<file path="src/rtl/cop_trap_pkg.sv">
package cop_trap_pkg;

  typedef enum logic [1:0] {
    CLS_ESC  = 2'd0,
    CLS_WAIT = 2'd1,
    CLS_CTRL = 2'd2,
    CLS_NONE = 2'd3
  } ins_cls_e;

  localparam int unsigned VEC_NOTAVAIL = 7;
  localparam int unsigned VEC_OVERRUN  = 9;
  localparam int unsigned VEC_FIRSTWD  = 13;
  localparam int unsigned VEC_PENDING  = 16;

  // Operand size code to byte count.
  function automatic logic [3:0] len_bytes(input logic [1:0] code);
    case (code)
      2'd0:    len_bytes = 4'd2;
      2'd1:    len_bytes = 4'd4;
      2'd2:    len_bytes = 4'd8;
      default: len_bytes = 4'd10;
    endcase
  endfunction

endpackage

</file>
<file path="src/rtl/cop_pend_flag.sv">
module cop_pend_flag (
  input  logic clk,
  input  logic rst,
  input  logic set_i,
  input  logic clr_i,
  output logic pend_o
);

  always_ff @(posedge clk) begin
    if (rst)        pend_o <= 1'b0;
    else if (clr_i) pend_o <= 1'b0;
    else if (set_i) pend_o <= 1'b1;
  end

  AST_CLR_WINS: assert property (@(posedge clk) disable iff (rst)
    clr_i |=> !pend_o);
  AST_SET_TAKES: assert property (@(posedge clk) disable iff (rst)
    (set_i && !clr_i) |=> pend_o);

endmodule

</file>
<file path="src/rtl/cop_limit_check.sv">
module cop_limit_check #(
  parameter int unsigned ADDR_W    = 16,
  parameter int unsigned MAX_BYTES = 10
) (
  input  logic              seg_down,
  input  logic [ADDR_W-1:0] seg_limit,
  input  logic [ADDR_W-1:0] op_offset,
  input  logic [1:0]        op_len,
  output logic              first_bad,
  output logic              tail_bad
);
  import cop_trap_pkg::*;

  localparam int unsigned CNT_W = $clog2(MAX_BYTES + 1);

  logic [CNT_W-1:0]     nbytes;
  logic [MAX_BYTES-1:0] bad;
  logic [MAX_BYTES-1:0] active;

  assign nbytes = CNT_W'(len_bytes(op_len));

  // One comparator per operand byte; the address wraps at ADDR_W bits.
  for (genvar i = 0; i < MAX_BYTES; i++) begin : g_byte
    logic [ADDR_W-1:0] addr;
    assign addr      = op_offset + ADDR_W'(i);
    assign bad[i]    = seg_down ? (addr <= seg_limit) : (addr > seg_limit);
    assign active[i] = (CNT_W'(i) < nbytes);
  end

  assign first_bad = bad[0] | bad[1];
  assign tail_bad  = !first_bad && (|(bad[MAX_BYTES-1:2] & active[MAX_BYTES-1:2]));

endmodule

</file>
<file path="src/rtl/cop_trap_prio.sv">
module cop_trap_prio #(
  parameter int unsigned VEC_W = 8
) (
  input  cop_trap_pkg::ins_cls_e cls,
  input  logic                   em,
  input  logic                   ts,
  input  logic                   pend,
  input  logic                   pmode,
  input  logic                   first_bad,
  input  logic                   tail_bad,
  output logic                   hit,
  output logic [VEC_W-1:0]       vec
);
  import cop_trap_pkg::*;

  logic is_cop, t_na, t_pend, t_first, t_over;

  assign is_cop  = (cls == CLS_ESC) || (cls == CLS_CTRL);
  assign t_na    = (is_cop && (em || ts)) || ((cls == CLS_WAIT) && ts);
  assign t_pend  = ((cls == CLS_ESC) || (cls == CLS_WAIT)) && pend;
  assign t_first = is_cop && pmode && first_bad;
  assign t_over  = is_cop && pmode && tail_bad;

  always_comb begin
    hit = 1'b1;
    if (t_na)         vec = VEC_W'(VEC_NOTAVAIL);
    else if (t_pend)  vec = VEC_W'(VEC_PENDING);
    else if (t_first) vec = VEC_W'(VEC_FIRSTWD);
    else if (t_over)  vec = VEC_W'(VEC_OVERRUN);
    else begin
      hit = 1'b0;
      vec = '0;
    end
  end

endmodule

</file>
<file path="src/rtl/cop_trap_arbiter.sv">
module cop_trap_arbiter #(
  parameter int unsigned ADDR_W    = 16,
  parameter int unsigned MAX_BYTES = 10,
  parameter int unsigned VEC_W     = 8
) (
  input  logic              clk,
  input  logic              rst,
  input  logic              ins_valid,
  input  logic [1:0]        ins_class,
  input  logic              cr0_em,
  input  logic              cr0_ts,
  input  logic              exc_pulse,
  input  logic              pend_clr,
  input  logic              pmode,
  input  logic              seg_down,
  input  logic [ADDR_W-1:0] seg_limit,
  input  logic [ADDR_W-1:0] op_offset,
  input  logic [1:0]        op_len,
  output logic              trap_stb,
  output logic [VEC_W-1:0]  trap_vec
);
  import cop_trap_pkg::*;

  ins_cls_e         cls;
  logic             pend_q;
  logic             first_bad, tail_bad;
  logic             hit;
  logic [VEC_W-1:0] vec_c;

  assign cls = ins_cls_e'(ins_class);

  cop_pend_flag u_pend (
    .clk    (clk),
    .rst    (rst),
    .set_i  (exc_pulse),
    .clr_i  (pend_clr),
    .pend_o (pend_q)
  );

  cop_limit_check #(.ADDR_W(ADDR_W), .MAX_BYTES(MAX_BYTES)) u_lim (
    .seg_down  (seg_down),
    .seg_limit (seg_limit),
    .op_offset (op_offset),
    .op_len    (op_len),
    .first_bad (first_bad),
    .tail_bad  (tail_bad)
  );

  cop_trap_prio #(.VEC_W(VEC_W)) u_prio (
    .cls       (cls),
    .em        (cr0_em),
    .ts        (cr0_ts),
    .pend      (pend_q),
    .pmode     (pmode),
    .first_bad (first_bad),
    .tail_bad  (tail_bad),
    .hit       (hit),
    .vec       (vec_c)
  );

  always_ff @(posedge clk) begin
    if (rst) begin
      trap_stb <= 1'b0;
      trap_vec <= '0;
    end else begin
      trap_stb <= ins_valid && hit;
      trap_vec <= (ins_valid && hit) ? vec_c : '0;
    end
  end

  AST_IDLE_QUIET: assert property (@(posedge clk) disable iff (rst)
    !ins_valid |=> (!trap_stb && trap_vec == '0));
  AST_VEC_LEGAL: assert property (@(posedge clk) disable iff (rst)
    trap_stb |-> (trap_vec == VEC_W'(7) || trap_vec == VEC_W'(9) ||
                  trap_vec == VEC_W'(13) || trap_vec == VEC_W'(16)));
  AST_WAIT_EM_ONLY: assert property (@(posedge clk) disable iff (rst)
    (ins_valid && cls == CLS_WAIT && cr0_em && !cr0_ts && !pend_q) |=> !trap_stb);
  AST_CTRL_NO_PEND: assert property (@(posedge clk) disable iff (rst)
    (ins_valid && cls == CLS_CTRL) |=> (trap_vec != VEC_W'(16)));
  AST_REAL_NO_LIMIT: assert property (@(posedge clk) disable iff (rst)
    (ins_valid && !pmode) |=> (trap_vec != VEC_W'(9) && trap_vec != VEC_W'(13)));
  AST_FAULT_EXCL: assert property (@(posedge clk) disable iff (rst)
    $onehot0({first_bad, tail_bad}));

endmodule

</file>
<file path="config.mk">
export PLATFORM = sky130hd
export DESIGN_NAME = cop_trap_arbiter
export DESIGN_NICKNAME = d
export VERILOG_FILES = /design/src/rtl/cop_trap_pkg.sv /design/src/rtl/cop_pend_flag.sv /design/src/rtl/cop_limit_check.sv /design/src/rtl/cop_trap_prio.sv /design/src/rtl/cop_trap_arbiter.sv
export SDC_FILE = /design/constraint.sdc
export NUM_CORES = 1
export LEC_CHECK = 0
export BUFFER_PORTS_ARGS = -buffer_cell sky130_fd_sc_hd__buf_2
export CORE_UTILIZATION = 55
export CTS_BUF_LIST = sky130_fd_sc_hd__clkbuf_8
export DETAILED_ROUTE_END_ITERATION = 7
export PLACE_DENSITY = 0.81
export SKIP_LAST_GASP = 1
export SYNTH_ARGS = -nofsm -noshare
export SYNTH_HDL_FRONTEND = slang
export SYNTH_SLANG_ARGS = --single-unit
</file>
<file path="constraint.sdc">
create_clock -name clk -period 4.3 [get_ports clk]
set_input_delay 0.215 -clock clk [delete_from_list [all_inputs] [get_ports clk]]
set_output_delay 0.215 -clock clk [all_outputs]
set_load 0.05 [all_outputs]
</file>
==> results.cfg <==
[floorplanning]
dieArea_sq_mm = 0.0105
die_w_um = 102
die_h_um = 102
num_rows = 36
start_util_pct = 56.5
ios = 54
core_sq_mm = 0.00977

[cts]
cts_resized = 0
clk_path_buf_depth = 2
path_clk_slew_ps = 40
numCtsBuffers = 3
cts_hold_buf = 0
htree_levels = 1
cts_root_buffer = clkbuf_8
cts.sinks = 7
cts_setup_buffers = 0
clk_latency_ps = 230
cts_tree = done

[timing]
min_period_ps = 4040
report.final.slew_viol_count = 0
worst_pin_slew_ps = 591
setup_viol = 0
finalHoldViolCount = 0
fin_crit_sh_pct = 93.9
setup_tns_ps = 0
relSlewSlack_pct = 60.5
rsz0062_at_grt = false
skew_ps = 3.37
hold_slack_ps = 148
fmax_mhz = 248

[worst_setup_path]
slowest_stage = or4_1
cp.arrival_ps = 4150
crit_chain = buf_2, ha_1, inv_1, nor2_1, nand2_1, xnor2_1, ha_1, nand4_1, nor4b_4, a41oi_1, a22oi_2, o21ai_1, or4_1, and4_4, o31ai_4, o31ai_1
start_kind = input port
crit_top_cell = ha_1
required_ps = 4420
slowest_delay_ps = 550
endpoint_kind = flip-flop
crit_fanout = 10
worstSetupPathType = in2reg

[logic_synthesis]
seq_area_frac_synth_pct = 2.54
syn_inst = 747
synth_flop_cell = dfxtp_1
synth_area_leaders = ha_1 (35%), xor2_1 (9.8%), xnor2_1 (8.1%), a21oi_1 (5.8%), nor2_1 (5.0%)
ys_types = 58
ys_async_sr_fraction_pct = 0
syn_avg_cell_area_sq_um = 7.40
yosysWarnings = 0
synth_edf_count = 0
synthesis.area_sq_mm = 0.00553
ys_ff_latch = 7
netlist.area_leader.share_pct = 35.3
synth_area_leader_cell = ha_1

[routing]
firstDrtPassIters = 5
wl_per_cell_um = 21.3
top_layer = met4
drc = 0
antenna_left = 0
met2_length_um = 9170
wl_um = 20400
vias_per_cell = 6.16
m1WireLength_um = 8940
drtIter0Drc = 370
dr_wl_met3_um = 1310
vias = 5877

[finish]
stdcell_count = 954
drive_above_1_share_pct = 13.5
area_growth_pct = 12.8
utilization_pct = 63.8
n_antenna_cell = 0
finalNetCount = 1023
fillers = 925

[placement]
dp_cells = 950
place_congestion = 0.996
place.port_buffers = 50
dpl.hpwl_um = 16700

[global_routing]
grt_usage_pct = 39.6
antenna_found_initial = 0
grt_max_degree = 18
overflow = 0
grt_first_pass_wirelength_um = 30800
grt_pass1_vias = 5621

[power_and_ir_drop]
p_per_area_mw_per_mm2 = 130
vdd_drop_max_mv = 0.178
power_w = 0.000812
p_leak_nw = 3.11

[min_path]
hp-class = in2reg

[job]
max_cap_viol_count = 0

[run_status]
status = completed
==> per-stage QoR <==
step                instance area, sq um  setup WS (ps)
CTS                                 6230            318
floorplan                           5530            315
global placement                    6190           79.7
global route                        6230           33.4
detailed placement                  6190           70.9
finish                              6230            261
==> layer usage <==
| metal | vias to the layer above | global-route usage (%) |
|---|---|---|
| li1 | 2818 | - |
| met1 | 2751 | 51.5 |
| met5 | - | 0 |
| met2 | 253 | 66.2 |
| met3 | 55 | 3.21 |
| met4 | 0 | 18.0 |
==> cells by family after synthesis <==
family          count (synthesis)  synth area share (%)
flops                           7                  2.54
xor+xnor                      113                  17.9
compound gates                133                  15.4
buf+inv                        67                  4.75
other cells                     1                0.0679
simple gates                  270                  24.0
fa+ha+maj                     156                  35.3
==> cell usage after synthesis, types with 5 or more instances <==
master,count
ha_1,156
nor2_1,73
nand2_1,70
a21oi_1,64
xor2_1,62
xnor2_1,51
inv_1,37
nand3_1,36
nand4_1,21
clkbuf_1,20
nor3_1,17
o21ai_0,13
and4_1,10
a221oi_1,8
nand2b_1,8
buf_1,7
dfxtp_1,7
nor2b_1,6
a21o_1,5
and3_1,5
or2_2,5
==> flip-flops by register name, indices dropped and copies added (netlist names) <==
register       count
trap_stb           1
trap_vec           5
u_pend.pend_o      1
==> critical path, delay by kind of cell <==
family                   cells  cell delay [ps]
AND/OR/NAND/NOR              6             1900
XOR/XNOR                     1              150
buffers and inverters        2              290
AO/OA/AOI/OAI                5              830
adder cells (fa/ha/maj)      2              740
==> final timing paths <==
path                  from       endpoint  slack, ps  cells past startpoint
max           op_offset[3]    trap_vec[2]        260                     16
min               pend_clr  u_pend.pend_o        150                      2
max reg2reg  u_pend.pend_o    trap_vec[2]       3470                      3
min reg2reg  u_pend.pend_o  u_pend.pend_o        500                      2
==> power breakdown <==
| group | switching (W) | internal (W) |
|---|---|---|
| Clock | 0.0000293 | 0.0000618 |
| Sequential | 0.000000917 | 0.0000694 |
| Combinational | 0.000399 | 0.000252 |
==> cell type report <==
type | count | area (sq um) | area share, %
Clock buffer | 3 | 41.3 | 0.663
Clock inverter | 1 | 3.75 | 0.0602
Inverter | 37 | 139 | 2.23
Multi-Input combinational cell | 675 | 5130 | 82.3
Sequential cell | 7 | 140 | 2.25
Tap cell | 133 | 166 | 2.67
Timing Repair Buffer | 98 | 611 | 9.80
==> placed cells by master (no fill, tap or decap), types with 5 or more instances in the layout <==
cell type and n:
nor3_1 17, o21ai_0 13, a21oi_1 64, and4_1 10, xnor2_1 51, buf_2 50
nand2b_1 8, inv_1 38, a221oi_1 8, ha_1 156, nor2_1 73, nor2b_1 6
dfxtp_1 7, nand4_1 21, nand3_1 36, or2_2 5, nand2_1 70, and3_1 5
buf_4 48, a21o_1 5, xor2_1 62
Power figures use the tool's default switching activity.
